--- config.mk ---
export PLATFORM = sky130hd
export DESIGN_NAME = rshift_unit
export DESIGN_NICKNAME = d
export VERILOG_FILES = /design/src/rtl/rshift_pkg.sv /design/src/rtl/rshift_ctrl.sv /design/src/rtl/rshift_dpath.sv /design/src/rtl/rshift_unit.sv
export SDC_FILE = /design/constraint.sdc
export NUM_CORES = 1
export LEC_CHECK = 0
export BUFFER_PORTS_ARGS = -buffer_cell sky130_fd_sc_hd__buf_2
export CORE_MARGIN = 2
export CORE_UTILIZATION = 53
export CTS_CLUSTER_SIZE = 40
export DETAILED_ROUTE_END_ITERATION = 6
export GPL_TIMING_DRIVEN = 0
export HOLD_SLACK_MARGIN = 0.12
export PLACE_DENSITY = 0.85
export SLEW_MARGIN = 20
export SYNTH_ARGS = -nofsm -noshare
export SYNTH_HDL_FRONTEND = slang
export SYNTH_HIERARCHICAL = 1
export SYNTH_SLANG_ARGS = --single-unit
--- constraint.sdc ---
create_clock -name clk -period 6.1 [get_ports clk]
set_clock_uncertainty 0.1 [all_clocks]
set_input_delay 0.61 -clock clk [delete_from_list [all_inputs] [get_ports clk]]
set_output_delay 0.61 -clock clk [all_outputs]
set_load 0.02 [all_outputs]
--- src/rtl/rshift_pkg.sv ---
package rshift_pkg;

  localparam logic [7:0] OP_SRA_WORD = 8'h0E;
  localparam logic [7:0] OP_SRL_BYTE = 8'h18;

  typedef struct packed {
    logic capture;
    logic loadCount;
    logic shiftStep;
  } ctrlStrobes_t;

  typedef enum logic [1:0] {
    ST_IDLE,
    ST_FETCH,
    ST_SHIFT,
    ST_FIN
  } ctrlState_t;

endpackage

--- src/rtl/rshift_ctrl.sv ---
module rshift_ctrl
  import rshift_pkg::*;
(
  input  logic         clk,
  input  logic         rstN,
  input  logic         start,
  input  logic [7:0]   opcode,
  input  logic         countIsZero,
  input  logic         remIsOne,
  output ctrlStrobes_t strobes,
  output logic         busy,
  output logic         done
);

  ctrlState_t state, stateNext;
  logic opLegal;

  assign opLegal = (opcode == OP_SRA_WORD) || (opcode == OP_SRL_BYTE);

  always_comb begin
    stateNext = state;
    strobes   = '0;
    unique case (state)
      ST_IDLE: begin
        if (start && opLegal) begin
          strobes.capture = 1'b1;
          stateNext       = ST_FETCH;
        end
      end
      ST_FETCH: begin
        strobes.loadCount = 1'b1;
        stateNext         = countIsZero ? ST_FIN : ST_SHIFT;
      end
      ST_SHIFT: begin
        strobes.shiftStep = 1'b1;
        if (remIsOne) stateNext = ST_FIN;
      end
      ST_FIN: stateNext = ST_IDLE;
      default: stateNext = ST_IDLE;
    endcase
  end

  always_ff @(posedge clk or negedge rstN) begin
    if (!rstN) state <= ST_IDLE;
    else       state <= stateNext;
  end

  assign busy = (state != ST_IDLE);
  assign done = (state == ST_FIN);

endmodule

--- src/rtl/rshift_dpath.sv ---
module rshift_dpath
  import rshift_pkg::*;
#(
  parameter int DATA_W    = 32,
  parameter int BYTE_W    = 8,
  parameter int ADDR_W    = 8,
  parameter int IMM_LIMIT = 16,
  parameter int CNT_W     = 5
) (
  input  logic              clk,
  input  logic              rstN,
  input  ctrlStrobes_t      strobes,
  input  logic [7:0]        opcode,
  input  logic [DATA_W-1:0] operand,
  input  logic [ADDR_W-1:0] countByte,
  input  logic              cIn,
  input  logic              vtIn,
  output logic [ADDR_W-1:0] regAddr,
  input  logic [ADDR_W-1:0] regData,
  output logic              countIsZero,
  output logic              remIsOne,
  output logic [DATA_W-1:0] result,
  output logic              flagZ,
  output logic              flagN,
  output logic              flagC,
  output logic              flagV,
  output logic              flagSticky,
  output logic              flagVt
);

  localparam logic [ADDR_W-1:0] CNT_MASK = ADDR_W'((1 << CNT_W) - 1);
  localparam logic [ADDR_W-1:0] IMM_MAX  = ADDR_W'(IMM_LIMIT);

  logic [DATA_W-1:0] acc;
  logic [ADDR_W-1:0] cntByte;
  logic [ADDR_W-1:0] rem;
  logic [ADDR_W-1:0] cntSel;
  logic              byteMode;
  logic              carry;
  logic              sticky;
  logic              shifted;
  logic              vt;
  logic              fillBit;

  assign regAddr     = cntByte;
  assign cntSel      = (cntByte < IMM_MAX) ? cntByte : (regData & CNT_MASK);
  assign countIsZero = (cntSel == '0);
  assign remIsOne    = (rem == ADDR_W'(1));
  assign fillBit     = byteMode ? 1'b0 : acc[DATA_W-1];

  always_ff @(posedge clk or negedge rstN) begin
    if (!rstN) begin
      acc      <= '0;
      cntByte  <= '0;
      rem      <= '0;
      byteMode <= 1'b0;
      carry    <= 1'b0;
      sticky   <= 1'b0;
      shifted  <= 1'b0;
      vt       <= 1'b0;
    end else if (strobes.capture) begin
      byteMode <= (opcode == OP_SRL_BYTE);
      acc      <= (opcode == OP_SRL_BYTE) ? DATA_W'(operand[BYTE_W-1:0]) : operand;
      cntByte  <= countByte;
      carry    <= cIn;
      sticky   <= 1'b0;
      shifted  <= 1'b0;
      vt       <= vtIn;
    end else if (strobes.loadCount) begin
      rem <= cntSel;
    end else if (strobes.shiftStep) begin
      sticky  <= sticky | (shifted & carry);
      carry   <= acc[0];
      acc     <= {fillBit, acc[DATA_W-1:1]};
      rem     <= rem - ADDR_W'(1);
      shifted <= 1'b1;
    end
  end

  assign result     = acc;
  assign flagZ      = (acc == '0);
  assign flagN      = ~byteMode & acc[DATA_W-1];
  assign flagC      = carry;
  assign flagV      = 1'b0;
  assign flagSticky = sticky;
  assign flagVt     = vt;

endmodule

--- src/rtl/rshift_unit.sv ---
module rshift_unit
  import rshift_pkg::*;
#(
  parameter int DATA_W    = 32,
  parameter int BYTE_W    = 8,
  parameter int ADDR_W    = 8,
  parameter int IMM_LIMIT = 16,
  parameter int CNT_W     = 5
) (
  input  logic              clk,
  input  logic              rstN,
  input  logic              start,
  input  logic [7:0]        opcode,
  input  logic [DATA_W-1:0] operand,
  input  logic [ADDR_W-1:0] countByte,
  input  logic              cIn,
  input  logic              vtIn,
  output logic [ADDR_W-1:0] regAddr,
  input  logic [ADDR_W-1:0] regData,
  output logic              busy,
  output logic              done,
  output logic [DATA_W-1:0] result,
  output logic              flagZ,
  output logic              flagN,
  output logic              flagC,
  output logic              flagV,
  output logic              flagSticky,
  output logic              flagVt
);

  ctrlStrobes_t strobes;
  logic countIsZero;
  logic remIsOne;

  rshift_ctrl u_ctrl (
    .clk         (clk),
    .rstN        (rstN),
    .start       (start),
    .opcode      (opcode),
    .countIsZero (countIsZero),
    .remIsOne    (remIsOne),
    .strobes     (strobes),
    .busy        (busy),
    .done        (done)
  );

  rshift_dpath #(
    .DATA_W    (DATA_W),
    .BYTE_W    (BYTE_W),
    .ADDR_W    (ADDR_W),
    .IMM_LIMIT (IMM_LIMIT),
    .CNT_W     (CNT_W)
  ) u_dpath (
    .clk         (clk),
    .rstN        (rstN),
    .strobes     (strobes),
    .opcode      (opcode),
    .operand     (operand),
    .countByte   (countByte),
    .cIn         (cIn),
    .vtIn        (vtIn),
    .regAddr     (regAddr),
    .regData     (regData),
    .countIsZero (countIsZero),
    .remIsOne    (remIsOne),
    .result      (result),
    .flagZ       (flagZ),
    .flagN       (flagN),
    .flagC       (flagC),
    .flagV       (flagV),
    .flagSticky  (flagSticky),
    .flagVt      (flagVt)
  );

endmodule

==> run summary, run 1 <==
Worst VDD drop = 0.197 mV
Clock Power Share = 0.193
gpl congestion = 0.849
Clock Root Buffer = clkbuf_8
register area share after synthesis = 0.477
DR pass1 iterations = 4
Sequential Power Share = 0.374
Slew Viols, Final = 0
post-synthesis cell count = 258
final hold slack = 0.246 ns
drt initial violations = 126
crit path max fanout = 10
Post-synth top flop = dfrtp_1
setup TNS = 0 ns
top cells by area, synth = dfrtp_1 (48%), mux2i_1 (14%), o2bb2ai_1 (7.0%), mux2_2 (3.9%), ha_1 (3.0%)
die height = 77.8 um
Non-Filler Instances = 440
starting density of the core = 0.558
htree depth = 2
vias in the first global route = 2371
Tmin final = 2.65 ns
die span in x = 77.8 um
Leak = 1.78 nW
Placed Area = 0.00350 mm2
Int Pwr = 0.000889 W
status = completed
P_sw = 0.000560 W
switch share = 0.387
worst endpoint data arrival time = 2.78 ns
Top Metal Used = met4
Crit Path Category = input port to register
mapped cell area = 0.00289 mm2
Yosys cell types = 45
Synth Net Count = 326
Power Dens Cells = 399 mW/mm2
routed vias = 2463
headroom to the max-slew limit = 0.548
most common cell after layout, fill and taps aside = buf_2
post-CTS setup buffers = 0
residual DRC count = 0
design area = 0.00363 mm2
post_cts resized = 0
hold_buf cts = 0
Crit. End Element = register
Final setup viols = 0
diode count = 0
Max-Cap Viols = 0
first-pass GRT wire length = 11300 um
Metal-1 WL = 3010 um
Avg Inst Size Synth = 11.2 um2
Tot GR Track Use = 0.237
layout cells sized above 1 = 0.357
cell total after placement = 432
combinational group share of total power = 0.433
CTS tree = built
Worst EP required = 6.23 ns
FMAX = 0.377 GHz
drt total wl = 6920 um
ANT nets after route = 0
Post-synth ARST share = 1.00
Yosys Warn Count = 6
port bufs = 104
core region area = 0.00517 mm2
crit-path max cell delay = 0.50 ns
Fin. Hold Viols = 0
Util after Layout = 0.702
cell taking the most area after synthesis = dfrtp_1
Tcrit/Tclk final = 0.435
largest net degree at the start of global routing = 56
row cnt = 26
total grt overflow = 0
# clock sinks = 55
final net count = 437
number of synthesized flops with an enable pin = 0
actual slew at the worst max-slew pin = 0.678 ns
clock buffer depth = 2
CP cell instances = buf_2, nor4b_2, nand4b_1, nor2_1, buf_2, inv_1, a21oi_1, clkbuf_1, o2bb2ai_1
vias per cell = 5.60
P&R area growth vs syn = 25.8%
met2 routed WL = 3400 um
Yosys reg bits = 55
total CTS buffers = 5
initial antenna violation count = 0
Clock transition at path regs = 0.09 ns
crit start category = input port
Clock Latency Late Sink = 0.30 ns
IO Count = 109
met3 wire len = 441 um
CP max stage cell = a21oi_1
commonest cells after routing, fill and taps aside = buf_2 (107), dfrtp_1 (55), mux2i_1 (39)
Hold WC Path Type = input port to asynchronous set/reset pin
cell mode on critical path = buf_2
Die Area = 0.00605 mm2
hpwl dp = 5240 um
RSZ-0062 raised after global routing = false
Synth top area share = 0.477
post-DR wirelength/cell = 15.7 um
cells by family after synthesis:
logic type | Yosys count | synth area share
and+or+nand+nor | 70 | 0.144
DFF | 55 | 0.477
AOI/OAI and AO/OA | 52 | 0.135
muxes | 50 | 0.178
buffers and inverters | 23 | 0.0334
adders and majority gates | 7 | 0.0304
other | 1 | 0.00130
path summary, 6_finish.rpt:
path / from / to / slack (ns) / depth (start not counted)
max in group asynchronous: rstN / u_dpath/byteMode / 5.21 / 1
min in group clk: operand[13] / u_dpath/result[13] / 0.40 / 2
worst max-delay path: opcode[0] / u_dpath/result[25] / 3.45 / 9
worst max register to register: u_ctrl/state[0] / u_dpath/result[25] / 3.46 / 9
worst min register to register: u_dpath/shifted / u_dpath/shifted / 0.41 / 2
worst min-delay path: rstN / u_dpath/rem[7] / 0.25 / 1
state kept, by name, summed over array words and instances (netlist names):
name / cells
u_ctrl/state: 2
u_dpath/byteMode: 1
u_dpath/flagC: 1
u_dpath/flagSticky: 1
u_dpath/flagVt: 1
u_dpath/regAddr: 8
u_dpath/rem: 8
u_dpath/result: 32
u_dpath/shifted: 1
metrics by stage:
stage | total power, W | setup slack [ns]
2_1_floorplan | 0.000991 | 3.81
3_3_place_gp | 0.00115 | 3.21
3_5_place_dp | 0.00118 | 3.09
4_1_cts | 0.00146 | 3.45
5_1_grt | 0.00155 | 3.28
6_report | 0.00145 | 3.45
layer usage:
metal	up-vias	global-route usage
met4	0	0.0679
met3	6	0.0512
met1	1177	0.319
met2	87	0.388
li1	1193	-
met5	-	0
synthesized netlist by cell type, types with 5 or more instances:
| cell | n |
|---|---|
| clkbuf_1 | 8 |
| dfrtp_1 | 55 |
| ha_1 | 7 |
| inv_1 | 7 |
| mux2_2 | 10 |
| mux2i_1 | 39 |
| nand2_1 | 17 |
| nand2b_1 | 5 |
| nor2_1 | 10 |
| nor2b_1 | 5 |
| nor4_1 | 12 |
| o21ai_0 | 10 |
| o2bb2ai_1 | 23 |
power by group through the flow:
| stage | clock network (W) | logic, W | registers, W |
|---|---|---|---|
| after CTS | 0.000288 | 0.000629 | 0.000541 |
| final | 0.000280 | 0.000627 | 0.000542 |
| after floorplan | 0 | 0.000391 | 0.000600 |
| after global placement | 0 | 0.000609 | 0.000545 |
| after global routing | 0.000306 | 0.000688 | 0.000557 |
| after detailed placement | 0 | 0.000628 | 0.000548 |
cell type report:
type	instances	area, um2
Sequential cell	55	1380
Buffer	16	70.1
Inverter	7	26.3
Multi-Input combinational cell	180	1410
Timing Repair Buffer	104	523
Tap cell	70	87.6
Fill cell	396	1540
Clock buffer	6	72.6
Clock inverter	2	60.1
critical path, delay by kind of cell:
kind	cells	cell delay, ns
AOI/OAI and AO/OA	2	0.68
buffers and inverters	4	0.88
and+or+nand+nor	3	0.60
(Power assumes the default switching activity.)
==> inputs of run 2 (changes only) <==
--- a/config.mk
+++ b/config.mk
@@ -7,12 +7,12 @@
 export LEC_CHECK = 0
 export BUFFER_PORTS_ARGS = -buffer_cell sky130_fd_sc_hd__buf_2
 export CORE_MARGIN = 2
-export CORE_UTILIZATION = 53
+export CORE_UTILIZATION = 44
 export CTS_CLUSTER_SIZE = 40
 export DETAILED_ROUTE_END_ITERATION = 6
 export GPL_TIMING_DRIVEN = 0
 export HOLD_SLACK_MARGIN = 0.12
-export PLACE_DENSITY = 0.85
+export PLACE_DENSITY = 0.76
 export SLEW_MARGIN = 20
 export SYNTH_ARGS = -nofsm -noshare
 export SYNTH_HDL_FRONTEND = slang
==> constraint.sdc (replaced) <==
create_clock -name clk -period 2.2 [get_ports clk]
set_clock_uncertainty 0.1 [all_clocks]
set_input_delay 0.22 -clock clk [delete_from_list [all_inputs] [get_ports clk]]
set_output_delay 0.22 -clock clk [all_outputs]
set_load 0.02 [all_outputs]
==> run 2 against run 1 <==
Combinational power rose to 3.1 times the previous value. Clock power rose by 130%. Global-route usage shrank 2.1 points.
==> run summary, run 2 (synthesis results as in run 1) <==
status = completed
crit path max fanout = 6
initial antenna violation count = 0
clock buffer depth = 2
combinational group share of total power = 0.471
RSZ-0062 raised after global routing = false
largest net degree at the start of global routing = 56
Int Pwr = 0.00246 W
DR pass1 iterations = 4
Tot GR Track Use = 0.216
post-DR wirelength/cell = 15.6 um
Leak = 2.01 nW
FMAX = 0.478 GHz
hpwl dp = 5320 um
total grt overflow = 0
Clock transition at path regs = 0.09 ns
total CTS buffers = 5
drt total wl = 7680 um
Sequential Power Share = 0.369
most common cell after layout, fill and taps aside = buf_2
register area = 0.00138 mm2
Worst EP required = 2.29 ns
commonest cells after routing, fill and taps aside = buf_2 (103), dfrtp_1 (55), dlygate4sd3_1 (43)
Tmin final = 2.09 ns
Crit. End Element = register
routed vias = 2615
htree depth = 2
Hold Path Stages = 3
# clock sinks = 55
port bufs = 104
residual DRC count = 0
die height = 85.0 um
Clock Root Buffer = clkbuf_8
Slew Viols, Final = 0
Worst VDD drop = 0.541 mV
worst endpoint data arrival time = 2.18 ns
core region area = 0.00635 mm2
cell total after placement = 439
Crit Path Category = register to register
Fin. Hold Viols = 0
first-pass GRT wire length = 12700 um
starting density of the core = 0.454
layout cells sized above 1 = 0.363
P&R area growth vs syn = 43.9%
Non-Filler Instances = 493
Tcrit/Tclk final = 0.950
final net count = 484
switch share = 0.395
IO Count = 109
drt initial violations = 170
Clock Power Share = 0.159
row cnt = 29
footprint of the multi-input gates = 0.00145 mm2
ANT nets after route = 0
vias in the first global route = 2534
worst r2r path cells = 6
Final setup viols = 0
actual slew at the worst max-slew pin = 0.701 ns
Power Dens Cells = 980 mW/mm2
Setup WS pre-CTS = -0.474 ns
Hold WC Path Type = input port to register
max reg flops = 32
P_sw = 0.00161 W
headroom to the max-slew limit = 0.533
Clock Latency Late Sink = 0.30 ns
die span in x = 85.0 um
diode count = 0
Max-Cap Viols = 0
CTS tree = built
vias per cell = 5.30
r2r setup slk = 0.11 ns
crit start category = register
fill count = 502
gpl congestion = 0.833
Die Area = 0.00722 mm2
final setup margin = 0.109 ns
## run 2: changes by cell type in the layout (fill, tap and decap cells not counted), moves of 4 or more
cell and delta:
buf_2 -4, buf_4 +9, clkbuf_1 -8, clkbuf_4 +5, dlygate4sd3_1 +43
## run 2: critical path, cell delays in order, from the launching register on
cell and delay, ns:
dfrtp_1 0.39, or3_4 0.43, nor4b_2 0.26, nand2b_4 0.17
nand4b_1 0.14, o21ai_2 0.17, mux2_1 0.33
## run 2: layout make-up
| cell class | count | share of cell area |
|---|---|---|
| multi-input cells | 180 | 0.348 |
| well taps | 77 | 0.0232 |
| clock buffers | 5 | 0.0166 |
| flip-flops and latches | 55 | 0.331 |
| repair buffers | 152 | 0.239 |
| clock inverters | 2 | 0.00904 |
| inverters | 7 | 0.00633 |
| plain buffers | 15 | 0.0268 |
## run 2: what timing repair did
item / in CTS / in global routing
endpoints found under the hold margin: 97 / 0
pin swaps: 1 / 1
cloned: 0 / 0
setup endpoints to repair: 47 / 47
hold buffers: 43 / 0
gates resized for setup: 11 / 28
setup buffers: 5 / 0
## run 2: power groups by stage
stage | clock, W | combinational, W | sequential, W
6_report | 0.000648 | 0.00192 | 0.00150
5_1_grt | 0.000706 | 0.00209 | 0.00155
4_1_cts | 0.000668 | 0.00187 | 0.00150
3_5_place_dp | 0 | 0.00176 | 0.00152
3_3_place_gp | 0 | 0.00171 | 0.00150
2_1_floorplan | 0 | 0.00108 | 0.00166
## run 2: final timing paths
check / from / to
max in group asynchronous: rstN / u_ctrl/state[1]
hold / removal: regData[2] / u_dpath/rem[2]
setup / recovery: u_dpath/rem[4] / u_ctrl/state[1]
hold reg to reg: u_dpath/shifted / u_dpath/shifted
min in group asynchronous: rstN / u_dpath/regAddr[2]
setup reg to reg: u_dpath/rem[4] / u_ctrl/state[1]
## run 2: per-stage QoR
step                cell area (um2)  total power (W)  hold slack, ns  setup TNS, ns  utilization
floorplan                      2890          0.00275          -0.176              0            -
global placement               3500          0.00321           0.327         -11.98        0.552
detailed placement             3500          0.00328           0.216         -14.84        0.552
CTS                            4100          0.00404           0.176              0        0.646
global route                   4150          0.00434           0.193              0        0.654
finish                         4150          0.00407           0.171              0        0.654
## run 2: metal layers
metal  GRT usage  vias to the layer above  part of all wire
li1            -                     1281                 -
met1       0.312                     1262              0.47
met2       0.352                       70              0.49
met3      0.0311                        2             0.038
met4      0.0418                        0            0.0052
met5           0                        -                 0
